--- config.mk ---
export PLATFORM = sky130hd
export DESIGN_NAME = ow_bit_engine
export DESIGN_NICKNAME = d
export VERILOG_FILES = /design/src/rtl/ow_eng_pkg.sv /design/src/rtl/ow_line_sync.sv /design/src/rtl/ow_tick_counter.sv /design/src/rtl/ow_mark_decode.sv /design/src/rtl/ow_bit_engine.sv
export SDC_FILE = /design/constraint.sdc
export NUM_CORES = 1
export LEC_CHECK = 0
export BUFFER_PORTS_ARGS = -buffer_cell sky130_fd_sc_hd__buf_4
export CAP_MARGIN = 25
export CORE_ASPECT_RATIO = 1.25
export CORE_MARGIN = 2
export CORE_UTILIZATION = 50
export CTS_CLUSTER_DIAMETER = 80
export DETAILED_ROUTE_END_ITERATION = 6
export PLACE_DENSITY = 0.68
export SYNTH_ARGS = -nofsm -noshare
export SYNTH_HDL_FRONTEND = slang
export SYNTH_SLANG_ARGS = --single-unit
export TNS_END_PERCENT = 50
--- constraint.sdc ---
create_clock -name clk -period 4.8 [get_ports clk]
set_clock_uncertainty 0.05 [all_clocks]
set_input_delay 1.2 -clock clk [delete_from_list [all_inputs] [get_ports clk]]
set_output_delay 1.2 -clock clk [all_outputs]
set_load 0.03 [all_outputs]
--- src/rtl/ow_eng_pkg.sv ---
package ow_eng_pkg;

   typedef enum logic [2:0] {
      ST_IDLE,
      ST_RST_LOW,
      ST_RST_LISTEN,
      ST_SLOT,
      ST_RECOVER
   } ow_state_e;

   typedef enum logic [1:0] {
      OP_NONE,
      OP_RESET,
      OP_WRITE,
      OP_READ
   } ow_op_e;

   // one strobe per timing point, each high in the last cycle of its interval
   typedef struct packed {
      logic release_pt;
      logic sample_pt;
      logic slot_end;
      logic recov_end;
      logic presence_pt;
      logic rst_end;
   } ow_marks_t;

   function automatic int us_to_last(input int us, input int mhz);
      return us * mhz - 1;
   endfunction

endpackage

--- src/rtl/ow_line_sync.sv ---
module ow_line_sync #(
   parameter int STAGES    = 2,
   parameter bit RESET_VAL = 1'b1
) (
   input  logic clk,
   input  logic rst_n,
   input  logic async_in,
   output logic sync_out
);

   if (STAGES < 2) begin : g_bad_stages
      $error("ow_line_sync: STAGES must be at least 2");
   end

   logic [STAGES-1:0] chain;

   always_ff @(posedge clk or negedge rst_n) begin
      if (!rst_n) begin
         chain <= {STAGES{RESET_VAL}};
      end else begin
         chain <= {chain[STAGES-2:0], async_in};
      end
   end

   assign sync_out = chain[STAGES-1];

endmodule

--- src/rtl/ow_tick_counter.sv ---
module ow_tick_counter #(
   parameter int WIDTH = 16
) (
   input  logic             clk,
   input  logic             rst_n,
   input  logic             clear,
   output logic [WIDTH-1:0] count
);

   if (WIDTH < 1) begin : g_bad_width
      $error("ow_tick_counter: WIDTH must be positive");
   end

   localparam logic [WIDTH-1:0] TOP = {WIDTH{1'b1}};

   always_ff @(posedge clk or negedge rst_n) begin
      if (!rst_n) begin
         count <= '0;
      end else if (clear) begin
         count <= '0;
      end else if (count != TOP) begin
         count <= count + 1'b1;
      end
   end

endmodule

--- src/rtl/ow_mark_decode.sv ---
module ow_mark_decode
   import ow_eng_pkg::*;
#(
   parameter int CLK_MHZ      = 50,
   parameter int WIDTH        = 16,
   parameter int T_RELEASE_US = 1,
   parameter int T_SAMPLE_US  = 7,
   parameter int T_SLOT_US    = 62,
   parameter int T_RECOV_US   = 2,
   parameter int T_PRES_US    = 60,
   parameter int T_RST_US     = 490
) (
   input  logic [WIDTH-1:0] count,
   output ow_marks_t        marks
);

   localparam int L_RELEASE = us_to_last(T_RELEASE_US, CLK_MHZ);
   localparam int L_SAMPLE  = us_to_last(T_SAMPLE_US, CLK_MHZ);
   localparam int L_SLOT    = us_to_last(T_SLOT_US, CLK_MHZ);
   localparam int L_RECOV   = us_to_last(T_RECOV_US, CLK_MHZ);
   localparam int L_PRES    = us_to_last(T_PRES_US, CLK_MHZ);
   localparam int L_RST     = us_to_last(T_RST_US, CLK_MHZ);

   if (!(T_RELEASE_US < T_SAMPLE_US && T_SAMPLE_US < T_SLOT_US)) begin : g_bad_slot
      $error("ow_mark_decode: slot points must be strictly increasing");
   end
   if (!(T_RELEASE_US < T_PRES_US && T_PRES_US < T_RST_US)) begin : g_bad_reset
      $error("ow_mark_decode: reset points must be strictly increasing");
   end
   if (L_RST >= (1 << WIDTH) - 1 || L_SLOT >= (1 << WIDTH) - 1) begin : g_bad_width
      $error("ow_mark_decode: WIDTH too small for the longest interval");
   end

   localparam logic [WIDTH-1:0] C_RELEASE = WIDTH'(L_RELEASE);
   localparam logic [WIDTH-1:0] C_SAMPLE  = WIDTH'(L_SAMPLE);
   localparam logic [WIDTH-1:0] C_SLOT    = WIDTH'(L_SLOT);
   localparam logic [WIDTH-1:0] C_RECOV   = WIDTH'(L_RECOV);
   localparam logic [WIDTH-1:0] C_PRES    = WIDTH'(L_PRES);
   localparam logic [WIDTH-1:0] C_RST     = WIDTH'(L_RST);

   always_comb begin
      marks.release_pt  = (count == C_RELEASE);
      marks.sample_pt   = (count == C_SAMPLE);
      marks.slot_end    = (count == C_SLOT);
      marks.recov_end   = (count == C_RECOV);
      marks.presence_pt = (count == C_PRES);
      marks.rst_end     = (count == C_RST);
   end

endmodule

--- src/rtl/ow_bit_engine.sv ---
module ow_bit_engine
   import ow_eng_pkg::*;
#(
   parameter int CLK_MHZ     = 50,
   parameter int SYNC_STAGES = 2
) (
   input  logic clk,
   input  logic rst_n,
   input  logic req_reset,
   input  logic req_write,
   input  logic req_read,
   input  logic wr_bit,
   output logic busy,
   output logic done,
   output logic error,
   output logic presence,
   output logic rd_bit,
   output logic bus_drive_low,
   input  logic bus_in
);

   localparam int LONGEST = 490 * CLK_MHZ;
   localparam int CW      = $clog2(LONGEST + 2);

   // the stuck-line check at 1 us must see the released level through the synchronizer
   if (CLK_MHZ < SYNC_STAGES + 1) begin : g_bad_clk
      $error("ow_bit_engine: CLK_MHZ must exceed SYNC_STAGES");
   end

   ow_state_e state_q, state_d;
   ow_op_e    op_q, op_d;
   logic      wv_q, wv_d;
   logic      drv_q, drv_d;
   logic      done_q, done_d;
   logic      err_q, err_d;
   logic      pres_q, pres_d;
   logic      rd_q, rd_d;
   logic      ptmp_q, ptmp_d;
   logic      rtmp_q, rtmp_d;
   logic      line_s;
   logic      phase_chg;
   logic [CW-1:0] cnt;
   ow_marks_t mk;

   ow_line_sync #(
      .STAGES   (SYNC_STAGES),
      .RESET_VAL(1'b1)
   ) u_sync (
      .clk     (clk),
      .rst_n   (rst_n),
      .async_in(bus_in),
      .sync_out(line_s)
   );

   ow_tick_counter #(
      .WIDTH(CW)
   ) u_cnt (
      .clk  (clk),
      .rst_n(rst_n),
      .clear(phase_chg),
      .count(cnt)
   );

   ow_mark_decode #(
      .CLK_MHZ(CLK_MHZ),
      .WIDTH  (CW)
   ) u_marks (
      .count(cnt),
      .marks(mk)
   );

   assign phase_chg = (state_d != state_q);

   always_comb begin
      state_d = state_q;
      op_d    = op_q;
      wv_d    = wv_q;
      drv_d   = drv_q;
      done_d  = 1'b0;
      err_d   = 1'b0;
      pres_d  = pres_q;
      rd_d    = rd_q;
      ptmp_d  = ptmp_q;
      rtmp_d  = rtmp_q;
      unique case (state_q)
         ST_IDLE: begin
            drv_d = 1'b0;
            if (req_reset) begin
               state_d = ST_RST_LOW;
               op_d    = OP_RESET;
               drv_d   = 1'b1;
               ptmp_d  = 1'b0;
            end else if (req_write) begin
               state_d = ST_SLOT;
               op_d    = OP_WRITE;
               wv_d    = wr_bit;
               drv_d   = 1'b1;
            end else if (req_read) begin
               state_d = ST_SLOT;
               op_d    = OP_READ;
               drv_d   = 1'b1;
               rtmp_d  = 1'b0;
            end
         end
         ST_RST_LOW: begin
            if (mk.rst_end) begin
               state_d = ST_RST_LISTEN;
               drv_d   = 1'b0;
            end
         end
         ST_RST_LISTEN: begin
            if (mk.release_pt && !line_s) begin
               state_d = ST_IDLE;
               op_d    = OP_NONE;
               err_d   = 1'b1;
               pres_d  = 1'b0;
            end else begin
               if (mk.presence_pt) begin
                  ptmp_d = !line_s;
               end
               if (mk.rst_end) begin
                  state_d = ST_RECOVER;
               end
            end
         end
         ST_SLOT: begin
            if (mk.release_pt && op_q == OP_READ) begin
               drv_d = 1'b0;
            end
            if (mk.sample_pt) begin
               if (op_q == OP_READ) begin
                  rtmp_d = line_s;
               end else begin
                  drv_d = !wv_q;
               end
            end
            if (mk.slot_end) begin
               state_d = ST_RECOVER;
               drv_d   = 1'b0;
            end
         end
         ST_RECOVER: begin
            drv_d = 1'b0;
            if (mk.recov_end) begin
               state_d = ST_IDLE;
               op_d    = OP_NONE;
               done_d  = 1'b1;
               if (op_q == OP_RESET) begin
                  pres_d = ptmp_q;
               end
               if (op_q == OP_READ) begin
                  rd_d = rtmp_q;
               end
            end
         end
         default: begin
            state_d = ST_IDLE;
            op_d    = OP_NONE;
            drv_d   = 1'b0;
         end
      endcase
   end

   always_ff @(posedge clk or negedge rst_n) begin
      if (!rst_n) begin
         state_q <= ST_IDLE;
         op_q    <= OP_NONE;
         wv_q    <= 1'b0;
         drv_q   <= 1'b0;
         done_q  <= 1'b0;
         err_q   <= 1'b0;
         pres_q  <= 1'b0;
         rd_q    <= 1'b0;
         ptmp_q  <= 1'b0;
         rtmp_q  <= 1'b0;
      end else begin
         state_q <= state_d;
         op_q    <= op_d;
         wv_q    <= wv_d;
         drv_q   <= drv_d;
         done_q  <= done_d;
         err_q   <= err_d;
         pres_q  <= pres_d;
         rd_q    <= rd_d;
         ptmp_q  <= ptmp_d;
         rtmp_q  <= rtmp_d;
      end
   end

   assign busy          = (state_q != ST_IDLE);
   assign done          = done_q;
   assign error         = err_q;
   assign presence      = pres_q;
   assign rd_bit        = rd_q;
   assign bus_drive_low = drv_q;

endmodule

==> results_dict.tcl <==
set metrics [dict create \
    drive_gt1_share_pct 18.7 \
    multi_input_area_mm2 0.00110 \
    grt.total_usage_pct 23.2 \
    yosys_warnings 0 \
    dieArea_mm2 0.00445 \
    pwr-share-seq_pct 37.5 \
    cts-root-buf "clkbuf_8" \
    mostFrequentLayoutCells "dfrtp_1, nor2_1, nand2_1" \
    vias_per_cell 6.22 \
    worstPathMaxFanout 12 \
    post-cts-setup-buffer-count 0 \
    hold_path.class "register to register" \
    drv_cap 0 \
    core_region_area_mm2 0.00378 \
    insertion_delay_ns 0.29 \
    dp_hpwl_um 3320 \
    antenna_left 0 \
    io_pins 13 \
    placementRows 25 \
    synthTopCellsByArea "dfrtp_1, nand4_1, nor2_1" \
    finalWirelength_um 4490 \
    synth_top_area_share_pct 35.7 \
    rsz0062_at_grt "false" \
    fill_cells 337 \
    synth_cell_type_count 61 \
    grt_pass1_vias 1619 \
    cts_num_sinks 30 \
    cts_tree "yes" \
    ff_latch_area_um2 753 \
    drc 0 \
    ys_seq_area_share_pct 38.3 \
    numPortBuffers 12 \
    pre_cts_slack_ns 2.16 \
    synth_edf_count 0 \
    p_leak_nw 0.841 \
    die-height_um 74.1 \
    wl_met1_um 1830 \
    fin_ws_ns 2.02 \
    p_total_mw 0.949 \
    p_switching_mw 0.352 \
    synth.largest_area_cell "dfrtp_1" \
    wl_met2_um 2360 \
    swShare_pct 37.1 \
    worstMarginPinSlew_ns 0.633 \
    finalHoldViolations 0 \
    first_iter_violations 106 \
    endpoint_kind "output port" \
    synth_nets 213 \
    syn_area_mm2 0.00196 \
    status "completed" \
    area_growth_pct 9.43 \
    layout_commonest_cell "dfrtp_1" \
    place_inst 255 \
    start_util_pct 51.9 \
    fmax_mhz 359 \
    p_int_mw 0.597 \
    p_clk_share_pct 28.1 \
    crit_type "register to output port" \
    cts_max_path_buffers 2 \
    grt_first_pass_wirelength_um 7760 \
    grt_max_degree 31 \
    cp-start-kind "register" \
    synth_cells 204 \
    overflow 0 \
    vias 1637 \
    power.share.combinational_pct 34.5 \
    place.gp.congestion 0.989 \
    setup_violations 0 \
    period_minus_slack_ns 2.78 \
    synth_area_per_cell_um2 9.63 \
    period_share_pct 58.0 \
    cts_resized 0 \
    cts_made_buffers 5 \
    instances_no_fill 263 \
    clk_pin_slew_ns 0.06 \
    slew_viol_final 0 \
    ys.flop_type "dfrtp_1" \
    fin_nets 217 \
    relSlewSlack_pct 57.8 \
    htreeDepth 2 \
    met3_length_um 201 \
    p_per_area_mw_per_mm2 441 \
    hold_ws_ns 0.306 \
    firstDrtPassIters 4 \
    wl_per_cell_um 17.1 \
    num_antenna_cells 0 \
    antenna_found_initial 0 \
    fin_setup_tns_ns 0 \
    cp.arrival_ns 1.53 \
    die_w_um 60.1 \
    async_flop_share_pct 100 \
    required_ns 3.55 \
    synth_seq_cells 30 \
    ir_drop_mv 0.168 \
    top_layer "met4" \
    cts_hold_buf 0 \
]
## flip-flops by register name, indices dropped and copies added (netlist names)
register	count
u_sync.chain	2
op_q	2
ptmp_q	1
presence	1
wv_q	1
state_q	3
done	1
error	1
bus_drive_low	1
rd_bit	1
rtmp_q	1
u_cnt.count	15
## cell usage after synthesis (all sizes together), types with 2 or more instances
library cell / number
nand4: 12
nand2: 13
a211oi: 2
or4: 3
nand4b: 2
nor4b: 2
nor2b: 5
nor3: 10
o22ai: 4
a2111oi: 2
o21ai: 6
o31ai: 2
o21a: 2
buf: 12
xnor2: 5
ha: 2
dfstp: 2
clkbuf: 3
or3: 4
inv: 6
nor4: 7
nor4bb: 3
and4: 2
nand4bb: 2
nor2: 18
xor2: 2
nand2b: 4
nor3b: 4
a21oi: 7
nand3: 6
dfrtp: 28
mux2: 5
## critical path, stage by stage, from the launching register on
cell,delay (ns)
dfrtp_1,0.52
or3_1,0.52
buf_4,0.21
## through the flow
step	instance area, um^2	utilization (%)
detailed placement	2030	53.7
CTS	2150	56.8
finish	2150	56.8
floorplan	1960	-
global route	2150	56.8
global placement	2030	53.7
## final cells by class
type / count / share of cell area [%]
clock inverter: 1 / 1.40
sequential: 30 / 35.0
clock buffer: 7 / 4.02
tap: 54 / 3.14
timing repair buffer: 12 / 4.19
multi-input combinational: 153 / 51.2
inverter: 6 / 1.05
## power groups by stage
stage	logic [mW]	registers [mW]	clock network, mW
after floorplan	0.285	0.328	0
after global placement	0.319	0.356	0
after detailed placement	0.327	0.357	0
after CTS	0.328	0.353	0.268
after global routing	0.356	0.359	0.280
final	0.327	0.355	0.267
## kinds of logic (layout without fill, tap and decap cells)
logic type,after synthesis,after routing,synth area share (%)
compound gates,38,38,15.1
xor+xnor,7,7,3.12
fa+ha+maj,2,2,1.27
buf+inv,21,26,5.67
flops,30,30,38.3
mux,6,6,3.57
simple gates,100,100,32.9
## metal layers
metal  up-vias  GRT usage [%]
met5         -              0
met3        10           5.91
met4         0           11.4
met1       801           27.3
met2        50           38.9
li1        776              -
## final timing paths
check / cells past startpoint / to / startpoint / slack, ns
max: 2 / busy / state_q[0] / 2.02
min in group asynchronous: 1 / state_q[1] / rst_n / 0.78
min reg2reg: 0 / u_sync.chain[1] / u_sync.chain[0] / 0.31
min: 0 / u_sync.chain[1] / u_sync.chain[0] / 0.31
max reg2reg: 6 / u_cnt.count[2] / u_cnt.count[0] / 2.32
max in group asynchronous: 1 / u_sync.chain[1] / rst_n / 3.59
Note: power is estimated with default switching activity, not from simulation.
